**src/rtl/sercfg_pkg.sv**
```systemverilog
package sercfg_pkg;
  typedef enum logic [1:0] {
    ADR_CH1   = 2'd0,
    ADR_CH2   = 2'd1,
    ADR_REF   = 2'd2,
    ADR_SPARE = 2'd3
  } cfg_addr_e;
endpackage

```
**src/rtl/cfg_shifter.sv**
```systemverilog
module cfg_shifter #(
  parameter int W = 21
) (
  input  logic         clk,
  input  logic         rst,
  input  logic         sdata,
  input  logic         le,
  output logic [W-1:0] word,
  output logic         load
);
  logic le_q;

  always_ff @(posedge clk) begin
    if (rst) begin
      word <= '0;
      le_q <= 1'b1;  // no spurious load if the strobe is high at reset release
    end else begin
      le_q <= le;
      if (!le) word <= {word[W-2:0], sdata};
    end
  end

  assign load = le & ~le_q;
endmodule

```
**src/rtl/cfg_chan.sv**
```systemverilog
module cfg_chan
  import sercfg_pkg::*;
#(
  parameter int        MW      = 9,
  parameter int        SW      = 5,
  parameter int        FW      = 5,
  parameter cfg_addr_e MY_ADDR = ADR_CH1
) (
  input  logic          clk,
  input  logic          rst,
  input  logic          load,
  input  cfg_addr_e     addr,
  input  logic [MW-1:0] main_in,
  input  logic [SW-1:0] swl_in,
  input  logic [FW-1:0] frac_in,
  output logic [MW-1:0] main_q,
  output logic [SW-1:0] swl_q,
  output logic [FW-1:0] frac_q
);
  logic wr;
  assign wr = load && (addr == MY_ADDR);

  always_ff @(posedge clk) begin
    if (rst) begin
      main_q <= '0;
      swl_q  <= '0;
      frac_q <= '0;
    end else if (wr) begin
      main_q <= main_in;
      swl_q  <= swl_in;
      frac_q <= frac_in;
    end
  end
endmodule

```
**src/rtl/cfg_refsel.sv**
```systemverilog
module cfg_refsel
  import sercfg_pkg::*;
#(
  parameter int RW = 9
) (
  input  logic          clk,
  input  logic          rst,
  input  logic          load,
  input  cfg_addr_e     addr,
  input  logic [RW-1:0] ref1_in,
  input  logic [RW-1:0] ref2_in,
  input  logic          sel_in,
  output logic [RW-1:0] ref1_q,
  output logic [RW-1:0] ref2_q,
  output logic          sel_q
);
  logic wr;
  assign wr = load && (addr == ADR_REF);

  always_ff @(posedge clk) begin
    if (rst) begin
      ref1_q <= '0;
      ref2_q <= '0;
      sel_q  <= 1'b0;
    end else if (wr) begin
      ref1_q <= ref1_in;
      ref2_q <= ref2_in;
      sel_q  <= sel_in;
    end
  end
endmodule

```
**src/rtl/cfg_chain.sv**
```systemverilog
module cfg_chain (
  input  logic clk,
  input  logic rst,
  input  logic sel,
  input  logic top_bit,
  output logic chain_q
);
  // falling-edge update gives the next device half a cycle of setup
  always_ff @(negedge clk) begin
    if (rst) chain_q <= 1'b0;
    else     chain_q <= sel & top_bit;
  end
endmodule

```
**src/rtl/synth_cfg_loader.sv**
```systemverilog
module synth_cfg_loader
  import sercfg_pkg::*;
#(
  parameter int WORD_W = 21,
  parameter int REF_W  = 9,
  parameter int MAIN_W = 9,
  parameter int SWL1_W = 5,
  parameter int SWL2_W = 4,
  parameter int FRAC_W = 5
) (
  input  logic              clk,
  input  logic              rst,
  input  logic              sdata,
  input  logic              le,
  output logic [REF_W-1:0]  ref1_o,
  output logic [MAIN_W-1:0] main1_o,
  output logic [SWL1_W-1:0] swl1_o,
  output logic [FRAC_W-1:0] frac1_o,
  output logic [REF_W-1:0]  ref2_o,
  output logic [MAIN_W-1:0] main2_o,
  output logic [SWL2_W-1:0] swl2_o,
  output logic [FRAC_W-1:0] frac2_o,
  output logic              chain_o
);
  localparam int ADDR_W = 2;
  localparam int DATA_W = WORD_W - ADDR_W;

  logic [WORD_W-1:0] sr_word;
  logic [DATA_W-1:0] dat;
  logic              load_p;
  logic              sel_q;
  cfg_addr_e         addr;

  assign dat  = sr_word[WORD_W-1:ADDR_W];
  assign addr = cfg_addr_e'(sr_word[ADDR_W-1:0]);

  cfg_shifter #(.W(WORD_W)) u_shift (
    .clk(clk), .rst(rst), .sdata(sdata), .le(le),
    .word(sr_word), .load(load_p)
  );

  cfg_chan #(.MW(MAIN_W), .SW(SWL1_W), .FW(FRAC_W), .MY_ADDR(ADR_CH1)) u_ch1 (
    .clk(clk), .rst(rst), .load(load_p), .addr(addr),
    .main_in(dat[DATA_W-1 -: MAIN_W]),
    .swl_in (dat[FRAC_W +: SWL1_W]),
    .frac_in(dat[0 +: FRAC_W]),
    .main_q(main1_o), .swl_q(swl1_o), .frac_q(frac1_o)
  );

  cfg_chan #(.MW(MAIN_W), .SW(SWL2_W), .FW(FRAC_W), .MY_ADDR(ADR_CH2)) u_ch2 (
    .clk(clk), .rst(rst), .load(load_p), .addr(addr),
    .main_in(dat[DATA_W-1 -: MAIN_W]),
    .swl_in (dat[FRAC_W +: SWL2_W]),
    .frac_in(dat[0 +: FRAC_W]),
    .main_q(main2_o), .swl_q(swl2_o), .frac_q(frac2_o)
  );

  cfg_refsel #(.RW(REF_W)) u_ref (
    .clk(clk), .rst(rst), .load(load_p), .addr(addr),
    .ref1_in(dat[DATA_W-1 -: REF_W]),
    .ref2_in(dat[1 +: REF_W]),
    .sel_in (dat[0]),
    .ref1_q(ref1_o), .ref2_q(ref2_o), .sel_q(sel_q)
  );

  cfg_chain u_chain (
    .clk(clk), .rst(rst), .sel(sel_q), .top_bit(sr_word[WORD_W-1]),
    .chain_q(chain_o)
  );
endmodule

```
**config.mk**
```make
export PLATFORM = sky130hd
export DESIGN_NAME = synth_cfg_loader
export DESIGN_NICKNAME = d
export VERILOG_FILES = /design/src/rtl/sercfg_pkg.sv /design/src/rtl/cfg_shifter.sv /design/src/rtl/cfg_chan.sv /design/src/rtl/cfg_refsel.sv /design/src/rtl/cfg_chain.sv /design/src/rtl/synth_cfg_loader.sv
export SDC_FILE = /design/constraint.sdc
export NUM_CORES = 1
export LEC_CHECK = 0
export ABC_AREA = 1
export ABC_CLOCK_PERIOD_IN_PS = 1130
export BUFFER_PORTS_ARGS = -buffer_cell sky130_fd_sc_hd__buf_2
export CAP_MARGIN = 0
export CORE_ASPECT_RATIO = 1.4
export CORE_UTILIZATION = 49
export DETAILED_ROUTE_END_ITERATION = 8
export PLACE_DENSITY = 0.75
export RECOVER_POWER = 50
export SLEW_MARGIN = 15
export SYNTH_ARGS = -nofsm -noshare
export SYNTH_HDL_FRONTEND = slang
export SYNTH_SLANG_ARGS = --single-unit
```
**constraint.sdc**
```tcl
create_clock -name clk -period 1.13 [get_ports clk]
set_input_delay 0.113 -clock clk [delete_from_list [all_inputs] [get_ports clk]]
set_output_delay 0.113 -clock clk [all_outputs]
set_load 0.05 [all_outputs]
```
== Word level (Yosys, flattened, before mapping) ==
Index checks and enable logic that the tools add are counted.

* Bitwise logic cells: 3
* Eq/ne operators: 2
* Reductions and logical operators: 4

{| class="wikitable"
|+ Operators with widths
! cell !! number
|-
| 1-bit logical AND || 3
|-
| 1-bit AND || 2
|-
| 2-bit by 1-bit equality test with 1-bit output (second input constant) || 1
|-
| 2-bit equality test (second input constant) || 1
|-
| 2-bit zero test || 1
|-
| 1-bit NOT || 1
|}

* Word-level logic and storage cells: 21
* Output and inout port bits: 56
* Bits of input ports: 4
* Flip-flop bits (word level): 79

== Logic depth before layout (Yosys ltp) ==
Gate-level depths: netlist (run 1).

* Depth in word-level cells: 3
* Depth in mapped cells: 8
* Gate-level depth less buffers: 5

== By module ==
From an unflattened synthesis (run 1), not the netlist that was laid out.

* Cells, all modules: 504
* Area total of the unflattened synthesis: 3454.6 um^2

{| class="wikitable"
|+ By module, submodules not included
! module !! sequential area each (um^2) !! instances !! area an instance (um^2) !! cells an instance
|-
| cfg_chan (u_ch1) || 380.4 || 1 || 958.4 || 125
|-
| cfg_shifter || 440.4 || 1 || 912.1 || 138
|-
| cfg_refsel || 380.4 || 1 || 794.5 || 122
|-
| cfg_chan (u_ch2) || 360.3 || 1 || 755.7 || 115
|-
| cfg_chain || 20.0 || 1 || 33.8 || 4
|}

==> results by group, run 1 <==
Yosys
  • Post-synth top area share: 50.3%
  • Synth area leaders: dfxtp_1 (50%), a21oi_1 (8.9%), nand3_1 (8.9%), nor2_1 (8.7%), nand2_1 (7.2%)
  • Post-Synth XOR/XNOR Area: 0%
  • Largest family of logic cells by synthesized area: simple AND/OR/NAND/NOR gates
  • Syn_nets: 416
  • #FFs+latches synth: 79
  • Gate Count Post-Synth: 412
  • Synth unique cells: 19
  • Ys async rst share: 0%
  • Number of synthesized flops with an enable pin: 0
  • Sequential area share after synthesis: 50.3%
  • Synth Flop Type: dfxtp_1
  • Mapped Area: 3140 sq um
  • Post-synthesis adder-cell area fraction: 0%
  • Simple-gate area share of the yosys netlist: 27.4%
  • Leading area contributor after synthesis: dfxtp_1
  • Ys Warns: 0
  • Synth Area in Compound Gates: 12.7%
  • Multiplexer share of the synthesized area: 0%
  • Syn_area_per_cell: 7.63 sq um

Critical path
  • Req. time, crit path: 1020 ps
  • Top delay family on crit path: flip-flops
  • Highest cell delay on the worst timing path: 330 ps
  • RR Startpoint: u_shift.word[0]$_SDFFE_PP0N_
  • Bufs and invs on worst path: 1
  • Setup crit start kind: register
  • CP max FO: 1
  • CP Launch Point: u_chain.chain_q$_SDFF_NP0_
  • Arrival time worst endpoint: 1420 ps
  • CP Cell Sequence: buf_8
  • Worst setup EP type: output pin
  • Slowest CP cell: dfxtp_4
  • Crit path kind: register to output pin

CTS
  • Clock tree buffer depth: 2
  • CTS tree: built
  • H-tree Lvls: 3
  • Clk_lat worst skew: 380 ps
  • TritonCTS buffer count: 9
  • Reg clk slew, reported paths: 80 ps
  • Root buffer cell: clkbuf_8
  • Clk sinks: 79

Power
  • NetSw: 0.00176 W
  • Power Density: 1400 nW/um^2
  • Pleak: 1.93 nW
  • Clock power frac: 36.6%
  • Int Pwr: 0.00447 W
  • Maximum vdd drop: 1240 uV
  • Power share of the sequential group: 47.4%
  • Combinational Power Share: 16.1%
  • Switching share of power: 28.3%

Final layout
  • Area delta synth->final: 42.0%
  • Nets: 494
  • Ratio of cells with drive above 1 in the final layout: 38.5%
  • Commonest non-fill, non-tap cells in the layout: dfxtp_1 (76), nand2_1 (57), nor2_1 (52), nand3_1 (38)
  • Diode count: 0
  • Most common cell after layout, fill and taps aside: dfxtp_1
  • Filler Cell Count: 445

Floorplanning
  • Row count: 34
  • Overall die height: 96.7 um
  • Core Area: 6210 sq um
  • Ports: 60
  • Die area: 6740 sq um
  • Die Wd: 69.7 um
  • Initial Util: 50.6%

Route
  • Antenna violation net count after detailed routing: 0
  • DRT Pass-1 Iters: 5
  • Drt total wl: 9.00 mm
  • DRT iter0 DRCs: 286
  • WL per Instance: 15.9 um
  • DRC: 0
  • Vias per inst: 5.51
  • Via count: 3119

Placement
  • Routability Congestion: 0.795
  • Detailed Place HPWL: 4.46 mm
  • Place WS: -111 ps
  • Input/output buffers: 59

Timing
  • Final setup TNS: -4450 ps
  • Slew @ Worst Pin: 756 ps
  • Max-slew violation count: 0
  • Final worst slack: -407 ps
  • Worst Skew: 35.3 ps
  • Final setup vio count: 54
  • Slew HR: 49.6%
  • Final Hold Viols: 0
  • Unrepaired setup endpoints after global routing: yes

GRT
  • GRT overflow: 0
  • Vias in the first global route: 2564
  • Wire length of the first global-routing pass: 11.5 mm
  • Largest net degree at the start of global routing: 78
  • Initial antenna violation count: 0
  • Total GRT Usage: 21.3%

Job
  • Maximum Capacitance Violations: 0

Status
  • Violated checks: negative setup slack
  • Outcome: finished, violations left

Worst hold path
  • Hold crit path type: primary input to register
  • HP Start: le
## final cells by class
type | instances | area (sq um) | area share, %
inverter | 25 | 106 | 2.38
sequential | 79 | 1590 | 35.7
clock buffer | 10 | 128 | 2.86
clock inverter | 6 | 85.1 | 1.91
multi-input combinational | 277 | 1570 | 35.2
timing repair buffer | 97 | 892 | 20.0
tap | 72 | 90.1 | 2.02
## worst paths after layout
path                             endpoint  slack [ps]  cells after the start
max                               chain_o        -410                      1
min               u_shift.le_q$_SDFF_PP1_         140                      3
min reg2reg  u_ch2.frac_q[0]$_SDFFE_PP0P_         480                      2
max reg2reg  u_ch2.main_q[8]$_SDFFE_PP0P_        -160                      7
## flip-flops by register name, indices dropped and copies added, names as in the netlist, 4 cells and up
register,count
u_ch2.frac_q,5
u_ref.ref1_q,9
u_ch1.swl_q,5
u_ch1.frac_q,5
u_ref.ref2_q,9
u_ch2.swl_q,4
u_ch1.main_q,9
u_shift.word,21
u_ch2.main_q,9
## power groups by stage
stage	Sequential, W	Clock [W]	Combinational (W)
after floorplan	0.00318	0.0000110	0.000405
after global placement	0.00300	0.0000110	0.000748
after detailed placement	0.00300	0.0000110	0.000755
after CTS	0.00294	0.00227	0.000769
after global routing	0.00296	0.00242	0.00107
final	0.00295	0.00228	0.00100
## routing by layer
metal	vias up	track usage, %	part of all wire [%]
met1	1480	25.8	39
met5	-	0	0
met3	29	3.33	5.2
met4	0	10.9	3.7
li1	1492	-	-
met2	118	36.0	52
## metrics by stage
step                      cell area [sq um]  instances  total power (W)  util, %  hold WS, ps
after detailed placement               3520        527          0.00377     56.7          315
after global routing                   4460        566          0.00645     71.8          158
after global placement                 3520        527          0.00376     56.7          312
final                                  4460        566          0.00623     71.8          139
after floorplan                        3150        412          0.00359        -          182
after CTS                              3790        545          0.00597     61.0         80.3
## cells in the mapped netlist (2+ instances only)
library cell / count
a21oi_2: 2
buf_6: 8
a21oi_1: 56
buf_2: 15
inv_2: 2
clkbuf_1: 3
nand3_1: 56
o21ai_0: 20
dfxtp_1: 79
nor2_4: 4
nor2_2: 4
nand2_2: 2
nor2_1: 73
buf_1: 2
nand2_1: 60
inv_1: 22
buf_4: 2
## cell families (layout without fill, tap and decap cells)
logic type / Yosys count / in the layout
AOI/OAI and AO/OA: 78 / 78
DFF: 79 / 79
buffers and inverters: 56 / 138
and+or+nand+nor: 199 / 199
## repair_timing
item / 4_1_cts / 5_1_grt
endpoints found under the hold margin: 1 / 0
resized for setup: 6 / 108
hold buffers: 2 / 0
gates cloned: 0 / 15
pin swaps: 1 / 75
setup buffers: 1 / 6
setup endpoints to repair: 21 / 54
(Power assumes the default switching activity.)
==> run 2: changes to the inputs <==
--- a/config.mk
+++ b/config.mk
@@ -10,11 +10,12 @@
 export BUFFER_PORTS_ARGS = -buffer_cell sky130_fd_sc_hd__buf_2
 export CAP_MARGIN = 0
 export CORE_ASPECT_RATIO = 1.4
-export CORE_UTILIZATION = 49
+export CORE_UTILIZATION = 50
 export DETAILED_ROUTE_END_ITERATION = 8
 export PLACE_DENSITY = 0.75
 export RECOVER_POWER = 50
 export SLEW_MARGIN = 15
 export SYNTH_ARGS = -nofsm -noshare
 export SYNTH_HDL_FRONTEND = slang
+export SYNTH_HIERARCHICAL = 1
 export SYNTH_SLANG_ARGS = --single-unit
==> run 2 against run 1 <==
The run still ends with negative setup slack left. Critical path depth did not move. Global-route usage grew 0.56 points. Sequential cell count is the same. Area after synthesis grew 10%. Largest cell class is now multi-input combinational cells. Worst setup slack lost 10 ps.
==> results by group, run 2 <==
Route
  • DRT iter0 DRCs: 255
  • Via count: 3424
  • Antenna violation net count after detailed routing: 0
  • Met3 Wirelength: 599 um
  • WL met1: 3.82 mm
  • Vias per inst: 4.97
  • DRT Pass-1 Iters: 5
  • DRC: 0
  • Max Used Layer: met4
  • Drt total wl: 10.1 mm
  • Routed length on met2: 5.38 mm
  • WL per Instance: 14.7 um

Power
  • Clock power frac: 35.0%
  • NetSw: 0.00192 W
  • Switching share of power: 30.4%
  • Pleak: 2.48 nW
  • Combinational Power Share: 17.2%
  • Maximum vdd drop: 881 uV
  • Power share of the sequential group: 47.7%
  • Int Pwr: 0.00439 W
  • Power Density: 1290 nW/um^2

CTS
  • Clk sinks: 79
  • H-tree Lvls: 3
  • Reg clk slew, reported paths: 80 ps
  • Clk_lat worst skew: 390 ps
  • CTS tree: built
  • Clock tree buffer depth: 2
  • Root buffer cell: clkbuf_8
  • TritonCTS buffer count: 9

Yosys
  • Synth Area in Compound Gates: 3.84%
  • Synth unique cells: 16
  • Leading area contributor after synthesis: dfxtp_1
  • Synth Flop Type: dfxtp_1
  • Ys async rst share: 0%
  • Multiplexer share of the synthesized area: 0%
  • Post-Synth XOR/XNOR Area: 0%
  • Sequential area share after synthesis: 45.8%
  • Count leader, synth: nand2_1
  • Post-synth top area share: 45.8%
  • Synth top cells by count: nand2_1 (137), nor2_1 (136), inv_1 (82)
  • Number of synthesized flops with an enable pin: 0
  • Simple-gate area share of the yosys netlist: 35.0%
  • Synth area leaders: dfxtp_1 (46%), nand2_1 (15%), nor2_1 (15%), inv_1 (8.9%), buf_6 (3.6%)
  • Gate Count Post-Synth: 504
  • Syn_nets: 508
  • Largest family of logic cells by synthesized area: simple AND/OR/NAND/NOR gates
  • #FFs+latches synth: 79
  • Post-synthesis adder-cell area fraction: 0%
  • Syn_area_per_cell: 6.85 sq um
  • Ys Warns: 6
  • Mapped Area: 3450 sq um

GRT
  • GRT overflow: 0
  • Initial antenna violation count: 0
  • Vias in the first global route: 2681
  • Total GRT Usage: 21.8%
  • Wire length of the first global-routing pass: 12.3 mm
  • Largest net degree at the start of global routing: 43

Final layout
  • Nets: 596
  • Largest register FFs: 21
  • Multi-input gate area: 1610 sq um
  • Sequential cell area: 1590 sq um
  • Ratio of cells with drive above 1 in the final layout: 35.3%
  • Area delta synth->final: 41.4%
  • Top reg by flops: u_shift/word
  • Commonest non-fill, non-tap cells in the layout: nor2_1 (113), nand2_1 (106), inv_1 (81), dfxtp_1 (77), buf_2 (42)
  • Design area: 4880 sq um
  • Most common cell after layout, fill and taps aside: nor2_1
  • Diode count: 0
  • Filler Cell Count: 465

Floorplanning
  • Core Area: 6610 sq um
  • Die area: 7250 sq um
  • Row count: 35
  • Overall die height: 100 um
  • Ports: 60
  • Initial Util: 52.2%
  • Die Wd: 72.3 um

Timing
  • Worst Skew: 42.2 ps
  • Unrepaired setup endpoints after global routing: yes
  • Max-slew violation count: 0
  • Final worst slack: -418 ps
  • Slew HR: 73.4%
  • Slew @ Worst Pin: 400 ps
  • Final setup vio count: 59
  • Final Hold Viols: 0

Placement
  • Placed cell areas: 3880 sq um
  • Input/output buffers: 59
  • Place WS: -109 ps
  • Routability Congestion: 0.792
  • Detailed Place HPWL: 4.75 mm

Worst hold path
  • Hold crit path type: primary input to register

Critical path
  • Crit path kind: register to output pin
  • Arrival time worst endpoint: 1430 ps
  • Req. time, crit path: 1020 ps
  • Setup crit start kind: register
  • CP Cell Sequence: buf_8
  • Top delay family on crit path: flip-flops
  • Slowest CP cell: dfxtp_4
  • Worst setup EP type: output pin
  • CP max FO: 1
  • Highest cell delay on the worst timing path: 330 ps
  • Bufs and invs on worst path: 1

Job
  • Maximum Capacitance Violations: 0

Status
  • Outcome: finished, violations left
  • Violated checks: negative setup slack
run 2: final cells by class:
type / count / area share [%]
clock inverter: 6 / 1.26
timing repair buffer: 102 / 21.6
sequential: 79 / 32.5
multi-input combinational: 315 / 32.9
tap: 92 / 2.36
inverter: 84 / 6.51
clock buffer: 11 / 2.89
run 2: through the flow:
step                cells  setup TNS (ps)  utilization, %  hold WS [ps]  power, W
floorplan             504               0               -           242   0.00365
global placement      646            -104            58.6           332   0.00381
detailed placement    646            -109            58.6           331   0.00383
CTS                   667            -594            63.9          2.58   0.00594
global route          689           -7070            73.9          52.2   0.00649
finish                689           -4510            73.9          38.8   0.00631
run 2: cells by family (layout without fill, tap and decap cells):
kind of cell | after synthesis | count (layout)
AND/OR/NAND/NOR | 296 | 296
buffers and inverters | 110 | 203
flip-flops | 79 | 79
AO/OA/AOI/OAI | 19 | 19
run 2: path summary, 6_finish.rpt:
path | startpoint | endpoint | slack (ps) | cells past startpoint
worst max-delay path | u_chain/chain_q$_SDFF_NP0_ | chain_o | -420 | 1
worst min-delay path | sdata | u_shift/word[0]$_SDFFE_PP0N_ | 40 | 3
worst max register to register | u_shift/word[1]$_SDFFE_PP0N_ | u_ch1/main_q[7]$_SDFFE_PP0P_ | -190 | 6
worst min register to register | u_ch1/main_q[3]$_SDFFE_PP0P_ | u_ch1/main_q[3]$_SDFFE_PP0P_ | 480 | 2
run 2: timing repair:
item / in CTS / in global routing
hold endpoints to repair: 1 / 0
gates cloned: 2 / 14
hold buffers: 1 / 0
pin swaps: 5 / 25
gates resized for setup: 16 / 87
setup buffers: 2 / 8
endpoints found under the setup margin: 3 / 61
run 2: worst min-delay path, cell delays in order:
cell and delay [ps]:
buf_2 80, nor2_1 40, nor2_1 120
run 2: power by group through the flow:
stage               Sequential, W  Clock [W]  Combinational (W)
CTS                       0.00300    0.00215           0.000797
global placement          0.00305  0.0000110           0.000748
floorplan                 0.00322  0.0000110           0.000423
global route              0.00302    0.00232            0.00115
finish                    0.00301    0.00221            0.00109
detailed placement        0.00306  0.0000110           0.000765
run 2: per-layer routing:
metal / vias up / global-route usage, %
met5: - / 0
met4: 0 / 10.4
met3: 31 / 3.92
met2: 162 / 38.2
met1: 1590 / 25.3
li1: 1641 / -
